### src/rtl/i2c_byte_master.sv
module i2c_byte_master #(
  parameter int DIV = 4
) (
  input  logic       clk,
  input  logic       rst_n,
  input  logic       wr_ctrl,
  input  logic [7:0] ctrl_wdata,
  input  logic       wr_data,
  input  logic [7:0] data_wdata,
  input  logic       sda_in,
  output logic [7:0] ctrl_rd,
  output logic [7:0] status,
  output logic [7:0] rdata,
  output logic       scl_oe,
  output logic       sda_oe
);
  localparam int CW = $clog2(DIV + 1);
  localparam logic [2:0] S_IDLE = 3'd0, S_WAIT = 3'd1, S_START = 3'd2, S_STOP = 3'd3, S_XFER = 3'd4;

  logic [2:0]    st;
  logic [CW-1:0] cnt;
  logic [1:0]    ph;
  logic [3:0]    bitn;
  logic [7:0]    sh, dreg, stat;
  logic flag, ack_en, sta, sto, ena, wcol, rep, addr_ph, rd, sda_q, ack_in;

  logic active, tick, tx, go;
  assign active = (st == S_START) || (st == S_STOP) || (st == S_XFER);
  assign tick   = active && (cnt == CW'(DIV - 1));
  assign tx     = addr_ph || !rd;
  assign go     = !flag && ena && ((st == S_WAIT) || ((st == S_IDLE) && sta));

  assign scl_oe = (st == S_WAIT) || (((st == S_START) || (st == S_STOP)) && (ph == 2'd0)) ||
                  ((st == S_XFER) && !ph[1]);
  assign sda_oe = (st == S_START) ? ph[1] :
                  (st == S_STOP)  ? !ph[1] :
                  (((st == S_XFER) || (st == S_WAIT)) && sda_q);

  assign ctrl_rd = {flag, ack_en, sta, sto, wcol, 2'b00, ena};
  assign status  = stat;
  assign rdata   = dreg;

  always_ff @(posedge clk or negedge rst_n) begin
    if (!rst_n) begin
      st <= S_IDLE; cnt <= '0; ph <= '0; bitn <= '0;
      sh <= '0; dreg <= '0; stat <= 8'hF8;
      flag <= 1'b0; ack_en <= 1'b0; sta <= 1'b0; sto <= 1'b0; ena <= 1'b0;
      wcol <= 1'b0; rep <= 1'b0; addr_ph <= 1'b0; rd <= 1'b0; sda_q <= 1'b0; ack_in <= 1'b0;
    end else begin
      cnt <= (tick || !active) ? '0 : cnt + 1'b1;

      if (wr_ctrl) begin
        ack_en <= ctrl_wdata[6];
        sta    <= ctrl_wdata[5];
        sto    <= ctrl_wdata[4];
        ena    <= ctrl_wdata[0];
        if (ctrl_wdata[7]) flag <= 1'b0;
      end

      if (wr_data) begin
        if (flag) begin
          dreg <= data_wdata;
          wcol <= 1'b0;
        end else begin
          wcol <= 1'b1;
        end
      end

      case (st)
        S_IDLE: if (go) begin
          st  <= S_START;
          ph  <= 2'd1;
          rep <= 1'b0;
        end
        S_WAIT: if (go) begin
          ph   <= 2'd0;
          bitn <= '0;
          if (sto) st <= S_STOP;
          else if (sta) begin
            st  <= S_START;
            rep <= 1'b1;
          end else begin
            st <= S_XFER;
            sh <= dreg;
            if (addr_ph) rd <= dreg[0];
          end
        end
        S_START: if (tick) begin
          ph <= ph + 1'b1;
          if (ph == 2'd3) begin
            st      <= S_WAIT;
            flag    <= 1'b1;
            stat    <= rep ? 8'h10 : 8'h08;
            addr_ph <= 1'b1;
            sta     <= 1'b0;
            sda_q   <= 1'b1;
          end
        end
        S_STOP: if (tick) begin
          ph <= ph + 1'b1;
          if (ph == 2'd2) begin
            st    <= S_IDLE;
            stat  <= 8'hF8;
            sto   <= 1'b0;
            sda_q <= 1'b0;
          end
        end
        S_XFER: if (tick) begin
          ph <= ph + 1'b1;
          case (ph)
            2'd0: sda_q <= bitn[3] ? (!tx && ack_en) : (tx && !sh[7]);
            2'd2: begin
              if (bitn[3]) ack_in <= !sda_in;
              else begin
                sh <= {sh[6:0], sda_in};
                if (tx && !sda_q && !sda_in) begin
                  st      <= S_IDLE;
                  flag    <= 1'b1;
                  stat    <= 8'h38;
                  sda_q   <= 1'b0;
                  addr_ph <= 1'b0;
                end
              end
            end
            2'd3: begin
              if (bitn[3]) begin
                st      <= S_WAIT;
                flag    <= 1'b1;
                addr_ph <= 1'b0;
                if (!tx) dreg <= sh;
                if (addr_ph) stat <= rd ? (ack_in ? 8'h40 : 8'h48) : (ack_in ? 8'h18 : 8'h20);
                else if (rd) stat <= sda_q ? 8'h50 : 8'h58;
                else stat <= ack_in ? 8'h28 : 8'h30;
              end else begin
                bitn <= bitn + 1'b1;
              end
            end
            default: ;
          endcase
        end
        default: st <= S_IDLE;
      endcase
    end
  end
endmodule

### config.mk
export PLATFORM = sky130hd
export DESIGN_NAME = i2c_byte_master
export DESIGN_NICKNAME = d
export VERILOG_FILES = /design/src/rtl/i2c_byte_master.sv
export SDC_FILE = /design/constraint.sdc
export NUM_CORES = 1
export LEC_CHECK = 0
export BUFFER_PORTS_ARGS = -buffer_cell sky130_fd_sc_hd__buf_2
export CAP_MARGIN = 0
export CORE_ASPECT_RATIO = 2
export CORE_MARGIN = 2
export CORE_UTILIZATION = 56
export DETAILED_ROUTE_END_ITERATION = 6
export PLACE_DENSITY = 0.8
export RECOVER_POWER = 50
export SLEW_MARGIN = 20
export SYNTH_ARGS = -nofsm -noshare
export SYNTH_HDL_FRONTEND = slang
export SYNTH_SLANG_ARGS = --single-unit
### constraint.sdc
create_clock -name clk -period 2 [get_ports clk]
set_input_delay 0.2 -clock clk [delete_from_list [all_inputs] [get_ports clk]]
set_output_delay 0.2 -clock clk [all_outputs]
set_load 0.01 [all_outputs]
==> metrics.md <==
| Metric | Value |
|---|---|
| Initial Util | `57.47%` |
| WP data required | `2.19 ns` |
| EDFF count, synth | `0` |
| Startpoint Class | `flop` |
| VDD IR max | `0.8412 mV` |
| Reg2reg path depth | `6` |
| Worst Path Class, Setup | `reg2reg` |
| Core Util, Final | `66.54%` |
| Async SR Flop Fraction | `100.0%` |
| Worst-path clk slew | `0.08 ns` |
| Main synth FF type | `dfrtp_1` |
| TritonCTS Buffers | `5` |
| Met1 usage | `27.12%` |
| Gpl congestion | `0.9540` |
| GRT Util Overall | `26.26%` |
| Syn Area/Cell | `9.767 sq um` |
| Initial antenna violation count | `0` |
| IO Port Bufs | `38` |
| Fin crit share | `93.76%` |
| Area of the core | `4554 sq um` |
| Crit. End Element | `flop` |
| HP Class | `in2reg` |
| Met2 usage | `47.69%` |
| Min cycle time layout | `1.875 ns` |
| Max Slew Vio Count | `0` |
| Ant diodes | `0` |
| First-pass GRT wire length | `10.27 mm` |
| DRT antenna net count | `0` |
| Worst Max-Slew Pin Slew | `1.309 ns` |
| # nets final | `347` |
| M3 GR Usage | `3.116%` |
| CP arrival | `2.07 ns` |
| Hold depth | `2` |
| Pwr Density | `992.2 nW/um^2` |
| Rows | `35` |
| GR peak layer | `met2` |
| Iteration-0 DRC Markers | `35` |
| Drt via density | `5.845` |
| Largest net degree at the start of global routing | `24` |
| Worst setup path endpoint | `sda_q` |
| Yosys warnings | `0` |
| TritonCTS clock tree | `built` |
| Cells after synthesis | `268` |
| Final WL | `6.148 mm` |
| GRT overflow | `0` |
| CTS Root Cell | `clkbuf_8` |
| Die W | `52.35 um` |
| Tot Pwr | `3.007 mW` |
| CP Max Fanout | `6` |
| Synthesized area | `2618 sq um` |
| Leakage power | `1.405 nW` |
| RSZ-0062 raised after global routing | `false` |
| Status | `finished, final reports clean` |
| R2r endpoint | `sda_q` |
| Clock Path Buffers | `2` |
| Layout cell share with drive strength beyond 1 | `25.16%` |
| Top cell type's share of synthesized area | `37.28%` |
| Drt wl/cell | `16.48 um` |
| Die height | `100.7 um` |
| Drt pass-1 iters | `5` |
| Count of different cell masters after synthesis | `47` |
| Top area cells in the synthesized netlist | `dfrtp_1 (37%), mux2i_1 (7.6%), o21ai_0 (5.9%)` |
| DRC violations left | `0` |
| Ports | `47` |
| DP HPWL | `4.741 mm` |
| Register area share after synthesis | `42.30%` |
| DR vias | `2180` |
| Clk_lat worst skew | `0.30 ns` |
| # Max-Cap Violations | `0` |
| Fin worst setup slack | `0.1249 ns` |
| Synth area leader | `dfrtp_1` |
| Die footprint | `5270 sq um` |
| Slew headroom | `12.72%` |
| Pre-CTS WS | `-0.1184 ns` |
| Vias in the first global route | `2220` |
| Clk_skew | `0.009088 ns` |
| H-tree depth | `2` |
| Crit path launch | `ph[1]` |
| # clock sinks | `44` |
| FF-to-FF Start | `ph[1]` |
| Area grow syn2layout | `15.77%` |
| Number of setup violations in the final report | `0` |
| Max Fclk | `533.3 MHz` |
| Hold Vio Cnt, Final | `0` |
| Yosys reg bits | `44` |
| Flop2flop setup slack | `0.12 ns` |
==> how the worst min path moves through the flow <==
stage	from	to	slack, ns
after global routing	wr_data	wcol	0.12
after detailed placement	rst_n	bitn[2]	0.21
final	wr_data	wcol	0.11
after CTS	wr_data	wcol	0.12
after floorplan	rst_n	ack_en	-0.1
after global placement	rst_n	ph[1]	0.21
==> metal layers <==
layer	wire length, um	part of all wire (%)	vias up
met4	328	5.3	0
met2	3554	58	66
met1	2068	34	1072
met3	197	3.2	24
met5	0	0	-
li1	-	-	1018
==> cell usage after synthesis (3+ instances only) <==
master and instances:
dfrtp_1 39, nand2_1 34, o21ai_0 31, mux2i_1 20, buf_4 13, nor2_1 13
inv_1 12, a21oi_1 9, ha_1 9, nand2b_1 9, buf_2 7, dfstp_2 5
mux2_2 5, nor2b_1 5, a22o_1 4, a32o_1 4, nor3_1 4, o21ai_1 4
a21o_1 3, nand3_1 3
==> flip-flops by register name, summed over array words and instances, names as in the netlist, 2 cells and up <==
| register | cells |
|---|---|
| rdata | 8 |
| sh | 8 |
| status | 5 |
| bitn | 4 |
| cnt | 3 |
| st | 3 |
| ph | 2 |
==> kinds of logic (layout without fill, tap and decap cells) <==
| logic type | count (synthesis) | after routing | synth area share [%] |
|---|---|---|---|
| adder cells (fa/ha/maj) | 9 | 9 | 4.302 |
| AO/OA/AOI/OAI | 72 | 72 | 18.60 |
| multiplexers | 25 | 25 | 9.799 |
| buffers and inverters | 34 | 80 | 7.648 |
| other | 1 | 5 | 0.1433 |
| flip-flops | 44 | 44 | 42.30 |
| AND/OR/NAND/NOR | 82 | 82 | 16.87 |
| XOR/XNOR | 1 | 1 | 0.3347 |
==> layout make-up <==
| class | instances | area (sq um) |
|---|---|---|
| Multi-Input combinational cell | 194 | 1344 |
| Fill cell | 412 | 1524 |
| Sequential cell | 44 | 1107 |
| Timing Repair Buffer | 60 | 371.6 |
| Tap cell | 55 | 68.82 |
| Inverter | 12 | 45.04 |
| Clock inverter | 1 | 7.507 |
| Clock buffer | 7 | 86.33 |
==> through the flow <==
step                std cells  hold slack, ns  instance area, sq um   TNS, ns
global route              373          0.1218                  3030         0
finish                    373          0.1126                  3030         0
floorplan                 272        -0.09559                  2633         0
global placement          361          0.2066                  2897  -0.05232
detailed placement        361          0.2117                  2897   -0.5581
CTS                       370          0.1163                  3004         0
==> cells in the final DEF, fill, tap and decap left out, types with 2 or more instances in the layout <==
cell / synthesis / layout
a21o_1: 3 / 3
a21oi_1: 9 / 9
a22o_1: 4 / 4
a31oi_1: 2 / 2
a32o_1: 4 / 4
buf_12: 0 / 2
buf_2: 7 / 26
buf_4: 13 / 18
clkbuf_1: 0 / 13
clkbuf_8: 0 / 6
conb_1: 1 / 5
dfrtp_1: 39 / 39
dfstp_2: 5 / 5
ha_1: 9 / 8
inv_1: 12 / 12
mux2_2: 5 / 5
mux2i_1: 20 / 20
nand2_1: 34 / 34
nand2b_1: 9 / 9
nand3_1: 3 / 3
nor2_1: 13 / 13
nor2b_1: 5 / 5
nor3_1: 4 / 4
nor4_4: 2 / 2
o21ai_0: 31 / 31
o21ai_1: 4 / 3
o21ai_2: 1 / 2
o22a_1: 2 / 2
o31ai_1: 2 / 2
or2_1: 2 / 2
or2_2: 2 / 2
==> critical path: stages (launching register included) <==
cell and delay [ns]:
dfrtp_1 0.45, ha_1 0.35, nand2b_1 0.13, a21oi_1 0.24, o21ai_0 0.12, a21oi_1 0.13
mux2_2 0.35
==> what timing repair did <==
action                                  CTS  global route
endpoints found under the setup margin    8            12
resized for setup                         1             4
hold endpoints to repair                 22             0
hold buffers                              1             0
pin swaps                                 0             2
buffers inserted                          0             3
==> where the power goes <==
part / switching [mW] / internal (mW) / total [mW]
clock network: 0.307 / 0.281 / 0.587
registers: 0.185 / 1.13 / 1.31
logic: 0.614 / 0.491 / 1.11
(Power assumes the default switching activity.)
